$ cat config.mk
export PLATFORM = sky130hd
export DESIGN_NAME = pmu_stall_attrib
export DESIGN_NICKNAME = d
export VERILOG_FILES = /design/src/rtl/pmu_stall_pkg.sv /design/src/rtl/pmu_prio_pick.sv /design/src/rtl/pmu_ctr_bank.sv /design/src/rtl/pmu_rd_port.sv /design/src/rtl/pmu_stall_attrib.sv
export SDC_FILE = /design/constraint.sdc
export NUM_CORES = 2
export LEC_CHECK = 0
export BUFFER_PORTS_ARGS = -buffer_cell sky130_fd_sc_hd__buf_4
export CAP_MARGIN = 5
export CORE_MARGIN = 2
export CORE_UTILIZATION = 40
export CTS_CLUSTER_SIZE = 10
export DETAILED_ROUTE_END_ITERATION = 8
export GPL_TIMING_DRIVEN = 0
export SYNTH_ARGS = -nofsm -noshare
export SYNTH_HDL_FRONTEND = slang
export SYNTH_HIERARCHICAL = 1
export SYNTH_SLANG_ARGS = --single-unit
$ cat constraint.sdc
create_clock -name clk_i -period 9.5 [get_ports clk_i]
set_clock_uncertainty 0.1 [all_clocks]
set_input_delay 0.475 -clock clk_i [delete_from_list [all_inputs] [get_ports clk_i]]
set_output_delay 0.475 -clock clk_i [all_outputs]
set_load 0.05 [all_outputs]
$ cat src/rtl/pmu_stall_pkg.sv
package pmu_stall_pkg;

  // Back-half stall causes, listed from highest to lowest priority.
  typedef enum logic [2:0] {
    BE_XCPT_FLUSH = 3'd0,
    BE_BR_FLUSH   = 3'd1,
    BE_DET_WAIT   = 3'd2,
    BE_OPND_WAIT  = 3'd3,
    BE_STK_WAIT   = 3'd4,
    BE_FE_STARVE  = 3'd5
  } be_cause_e;

  // Front-half stall causes, listed from highest to lowest priority.
  typedef enum logic [2:0] {
    FE_FLUSH      = 3'd0,
    FE_XLAT_MISS  = 3'd1,
    FE_ICACHE_MISS= 3'd2,
    FE_BR_RECIRC  = 3'd3,
    FE_FILL_RECIRC= 3'd4,
    FE_PRED_BUB   = 3'd5,
    FE_BUF_FULL   = 3'd6
  } fe_cause_e;

  // Counter layout within the bank.
  function automatic int cnt_total(int nbe, int nfe, int ndet);
    return 3 + nbe + nfe + ndet;
  endfunction

  function automatic int be_tot_idx();
    return 1;
  endfunction

  function automatic int fe_tot_idx(int nbe);
    return 2 + nbe;
  endfunction

  function automatic int det_base(int nbe, int nfe);
    return 3 + nbe + nfe;
  endfunction

endpackage

$ cat src/rtl/pmu_prio_pick.sv
module pmu_prio_pick #(
  parameter int N = 6
) (
  input  logic [N-1:0] req_i,
  output logic [N-1:0] gnt_o,
  output logic         any_o
);

  logic taken;

  // Lowest index wins; the grant is one-hot or empty.
  always_comb begin
    gnt_o = '0;
    taken = 1'b0;
    for (int k = 0; k < N; k++) begin
      if (req_i[k] && !taken) begin
        gnt_o[k] = 1'b1;
        taken    = 1'b1;
      end
    end
  end

  assign any_o = |req_i;

endmodule

$ cat src/rtl/pmu_ctr_bank.sv
module pmu_ctr_bank #(
  parameter int N = 22,
  parameter int W = 48
) (
  input  logic         clk_i,
  input  logic         rst_i,
  input  logic         clr_i,
  input  logic         en_i,
  input  logic [N-1:0] inc_i,
  output logic [N*W-1:0] val_o,
  output logic [N-1:0] ovf_o
);

  for (genvar g = 0; g < N; g++) begin : g_ctr
    logic [W-1:0] cnt_q;
    logic         ovf_q;

    always_ff @(posedge clk_i) begin
      if (rst_i || clr_i) begin
        cnt_q <= '0;
        ovf_q <= 1'b0;
      end else if (en_i && inc_i[g]) begin
        cnt_q <= cnt_q + 1'b1;
        if (&cnt_q) ovf_q <= 1'b1;
      end
    end

    assign val_o[g*W +: W] = cnt_q;
    assign ovf_o[g]        = ovf_q;
  end

endmodule

$ cat src/rtl/pmu_rd_port.sv
module pmu_rd_port #(
  parameter int N     = 22,
  parameter int W     = 48,
  parameter int IDX_W = 5
) (
  input  logic           clk_i,
  input  logic           rst_i,
  input  logic [IDX_W-1:0] idx_i,
  input  logic [N*W-1:0] val_i,
  input  logic [N-1:0]   ovf_i,
  output logic [W-1:0]   data_o,
  output logic           ovf_o
);

  logic [W-1:0] sel_val;
  logic         sel_ovf;

  always_comb begin
    sel_val = '0;
    sel_ovf = 1'b0;
    for (int k = 0; k < N; k++) begin
      if (idx_i == IDX_W'(k)) begin
        sel_val = val_i[k*W +: W];
        sel_ovf = ovf_i[k];
      end
    end
  end

  always_ff @(posedge clk_i) begin
    if (rst_i) begin
      data_o <= '0;
      ovf_o  <= 1'b0;
    end else begin
      data_o <= sel_val;
      ovf_o  <= sel_ovf;
    end
  end

endmodule

$ cat src/rtl/pmu_stall_attrib.sv
module pmu_stall_attrib
  import pmu_stall_pkg::*;
#(
  parameter int CNT_W   = 48,
  parameter int NUM_BE  = 6,
  parameter int NUM_FE  = 7,
  parameter int NUM_DET = 6,
  localparam int NUM_CNT = cnt_total(NUM_BE, NUM_FE, NUM_DET),
  localparam int IDX_W   = $clog2(NUM_CNT)
) (
  input  logic               clk_i,
  input  logic               rst_i,
  input  logic               en_i,
  input  logic               clr_i,
  input  logic [NUM_BE-1:0]  be_stall_i,
  input  logic [NUM_FE-1:0]  fe_stall_i,
  input  logic [NUM_DET-1:0] det_i,
  input  logic [IDX_W-1:0]   rd_idx_i,
  output logic [CNT_W-1:0]   rd_data_o,
  output logic               rd_ovf_o
);

  localparam int IX_BE_TOT = be_tot_idx();
  localparam int IX_BE0    = IX_BE_TOT + 1;
  localparam int IX_FE_TOT = fe_tot_idx(NUM_BE);
  localparam int IX_FE0    = IX_FE_TOT + 1;
  localparam int IX_DET0   = det_base(NUM_BE, NUM_FE);

  logic [NUM_BE-1:0]      be_gnt;
  logic [NUM_FE-1:0]      fe_gnt;
  logic                   be_any;
  logic                   fe_any;
  logic [NUM_CNT-1:0]     inc_vec;
  logic [NUM_CNT*CNT_W-1:0] cnt_flat;
  logic [NUM_CNT-1:0]     ovf_vec;

  pmu_prio_pick #(.N(NUM_BE)) u_be_pick (
    .req_i (be_stall_i),
    .gnt_o (be_gnt),
    .any_o (be_any)
  );

  pmu_prio_pick #(.N(NUM_FE)) u_fe_pick (
    .req_i (fe_stall_i),
    .gnt_o (fe_gnt),
    .any_o (fe_any)
  );

  always_comb begin
    inc_vec                      = '0;
    inc_vec[0]                   = 1'b1;
    inc_vec[IX_BE_TOT]           = be_any;
    inc_vec[IX_BE0 +: NUM_BE]    = be_gnt;
    inc_vec[IX_FE_TOT]           = fe_any;
    inc_vec[IX_FE0 +: NUM_FE]    = fe_gnt;
    inc_vec[IX_DET0 +: NUM_DET]  = det_i;
  end

  pmu_ctr_bank #(.N(NUM_CNT), .W(CNT_W)) u_bank (
    .clk_i (clk_i),
    .rst_i (rst_i),
    .clr_i (clr_i),
    .en_i  (en_i),
    .inc_i (inc_vec),
    .val_o (cnt_flat),
    .ovf_o (ovf_vec)
  );

  pmu_rd_port #(.N(NUM_CNT), .W(CNT_W), .IDX_W(IDX_W)) u_rd (
    .clk_i  (clk_i),
    .rst_i  (rst_i),
    .idx_i  (rd_idx_i),
    .val_i  (cnt_flat),
    .ovf_i  (ovf_vec),
    .data_o (rd_data_o),
    .ovf_o  (rd_ovf_o)
  );

endmodule

==> impl_metrics.py <==
metrics = {
    "outcome": {
        "status": "complete, but fails checks",
        "violations": "design-rule violations, max-capacitance violations, max-slew violations",
    },
    "detailed_routing": {
        "drtPass1Iterations": 8,
        "vias_per_cell": 6.78,
        "drtIter0Drc": 10970,
        "antenna_left": 0,
        "via_count": 67838,
        "drc": 3,
        "drt_wl_total_um": 380000,
        "wire_per_inst_um": 38.0,
    },
    "clock_network": {
        "clock_latency_ns": 0.80,
        "clock_path_buffers": 3,
        "cts_resized": 0,
        "cts_tree": "done",
        "htree_levels": 4,
        "hold_buffers": 11,
        "clock-sinks": 1127,
        "cts_buffers": 140,
        "clk_pin_slew_ns": 0.06,
        "post_cts_buffers": 0,
        "root_buffer": "clkbuf_16",
    },
    "placed_design": {
        "placed_cells": 9750,
        "dp_hpwl_um": 295000,
        "placed_area_um2": 64300,
        "place_congestion": 1.12,
        "io_buffer_count": 74,
    },
    "logic_synthesis": {
        "synthArstFlopShare_pct": 0,
        "ys_warn_count": 6,
        "synth_common_cells": "dfxtp_1, nor2_1, a21oi_1",
        "synth_area_leaders": "dfxtp_1, nor2_1, xor2_1",
        "synth.avg_cell_area_um2": 7.99,
        "ys_seq_area_share_pct": 37.0,
        "synth_top_area_share_pct": 37.0,
        "ys_ff_latch": 1127,
        "synth_area_um2": 60900,
        "synth_area_leader_cell": "dfxtp_1",
        "synth_most_common_cell": "dfxtp_1",
        "ys.flop_type": "dfxtp_1",
        "synth_edf_count": 0,
        "synth.distinct_cells": 103,
        "syn_inst": 7626,
    },
    "critical_path": {
        "end_kind": "flop",
        "cp_max_fo": 11,
        "crit_arrival_ns": 5.67,
        "timing_worst_setup_path_type": "input pin to flop",
        "crit_required_ns": 9.99,
        "worst_setup_path_start_kind": "input pin",
    },
    "timing": {
        "tightest_slew_ns": 1.67,
        "fin_setup_tns_ns": 0,
        "max-slew-margin-rel_pct": -11.4,
        "rsz0062_at_grt": "no",
        "hold_violations": 0,
        "setup_viol_count_final": 0,
        "slew_violations": 80,
        "period_share_pct": 54.4,
        "hold_slack_ns": 0.0324,
        "period_minus_slack_ns": 5.17,
        "fmax_mhz": 193,
    },
    "floorplan": {
        "start_util_pct": 40.2,
        "dieArea_um2": 155000,
        "die_h_um": 394,
        "fp.dieW_um": 394,
        "rows": 143,
        "core-area_um2": 152000,
        "pin_count": 77,
    },
    "power": {
        "vdd_ir_drop_max_mv": 0.164,
        "power_mw": 10.8,
        "p_sw_mw": 3.03,
        "p_int_mw": 7.78,
        "pwr-share-comb_pct": 8.8,
        "powerDensity_nw_per_um2": 157,
        "switching_share_pct": 28.0,
        "p_seq_share_pct": 44.0,
        "power.leakage_nw": 20.8,
        "power.share.clock_pct": 47.2,
    },
    "final_layout": {
        "design_area_um2": 68700,
        "drive_gt1_share_pct": 7.59,
        "instances_no_fill": 10010,
        "fin_nets": 7927,
        "n_fill_cell": 15415,
        "area_delta_synth_final_pct": 12.7,
    },
    "global_route": {
        "grt_pass1_wl_um": 505000,
        "grt_pass1_vias": 59459,
        "antenna_found_initial": 65,
        "grt_overflow": 0,
        "gr-usage-all-layers_pct": 46.9,
        "grt_start_max_net_pins": 17,
    },
    "worst_hold_path": {
        "hold_class": "input pin to flop",
    },
    "job": {
        "maxCapViolCount": 9,
    },
}
-- metrics by stage --
step,utilization [%],setup WS [ns]
floorplan,-,6.15
global placement,42.3,3.91
detailed placement,42.4,4.22
CTS,45.2,5.05
global route,45.3,4.86
finish,45.3,4.33
-- area by class of cell --
cell class | count | area (um^2) | share of cell area, %
Buffer | 487 | 2350 | 3.42
Inverter | 138 | 518 | 0.754
Clock inverter | 20 | 283 | 0.412
Timing Repair Buffer | 104 | 907 | 1.32
Clock buffer | 189 | 3850 | 5.61
Sequential cell | 1127 | 22600 | 32.9
Tap cell | 2030 | 2540 | 3.70
Multi-Input combinational cell | 5879 | 35600 | 51.8
Antenna cell | 36 | 90.1 | 0.131
-- metal layers --
layer,global-route usage (%),up-vias,routed length (um)
met5,0,-,498
met4,33.3,48,32300
met3,18.4,1177,54000
met2,62.9,5041,146000
met1,60.5,33146,147000
li1,-,28426,-
-- logic make-up (layout without fill, tap and decap cells) --
logic type,after synthesis,count (layout),synth area share [%]
flops,1127,1127,37.0
simple gates,3462,3462,29.7
mux,124,124,2.59
buf+inv,625,938,4.66
other cells,1,42,0.00616
compound gates,1597,1597,15.9
fa+ha+maj,22,22,0.452
xor+xnor,668,668,9.60
-- state kept, by name (all words and copies together), names as in the netlist --
signal,cells
u_bank/g_ctr.ovf_q,22
u_rd/data_o,48
u_rd/ovf_o,1
u_bank/g_ctr.cnt_q,1056
-- power groups by stage --
stage | Sequential (mW) | Clock [mW] | Combinational (mW)
after floorplan | 4.89 | 0 | 0.306
after global placement | 4.85 | 0 | 0.853
after detailed placement | 4.85 | 0 | 0.858
after CTS | 4.75 | 5.15 | 0.863
after global routing | 4.75 | 5.32 | 0.898
final | 4.75 | 5.10 | 0.955
-- cells in the final DEF (no fill, tap or decap), drive strengths merged, types with 17 or more instances in the layout --
master,Yosys,final
nand3b,17,17
o21a,40,40
mux2,20,20
xor2,336,336
nor2b,21,21
buf,189,282
nor4,210,210
a221oi,44,44
nand4,337,337
o211ai,22,22
mux2i,79,79
o221ai,47,47
o21ai,427,427
dfxtp,1127,1127
nor3,174,174
and4,138,138
mux4,25,25
ha,22,22
a211oi,29,29
or4,118,118
and3,126,126
or3,242,242
or2,25,25
a31oi,22,22
and2,43,43
nand3,433,433
o31ai,104,104
inv,138,142
diode,0,36
clkbuf,298,487
xnor2,332,332
nand2,554,554
nor2,949,949
o22ai,81,81
a21oi,573,573
a22oi,62,62
-- final timing paths --
check                                                             from                                     to  slack (ns)  depth (start not counted)
worst min-delay path                                     be_stall_i[0]  u_bank/g_ctr[2].cnt_q[1]$_SDFFE_PP0N_        0.03                          4
worst max register to register  u_bank/g_ctr[0].cnt_q[35]$_SDFFE_PP0N_             u_rd/data_o[35]$_SDFF_PP0_        5.55                          6
worst min register to register      u_bank/g_ctr[0].ovf_q$_SDFFE_PP0P_     u_bank/g_ctr[0].ovf_q$_SDFFE_PP0P_        0.36                          1
worst max-delay path                                       rd_idx_i[1]             u_rd/data_o[20]$_SDFF_PP0_        4.33                         10
-- critical path: stages --
cell and delay (ns):
buf_4 0.15, buf_6 0.14, inv_1 0.30, buf_2 0.51
buf_1 1.25, a21oi_1 0.71, a221oi_1 0.60, o21ai_0 0.53
o21ai_0 0.77, a21oi_1 0.20
No activity file was read; power rests on OpenSTA's default activity.
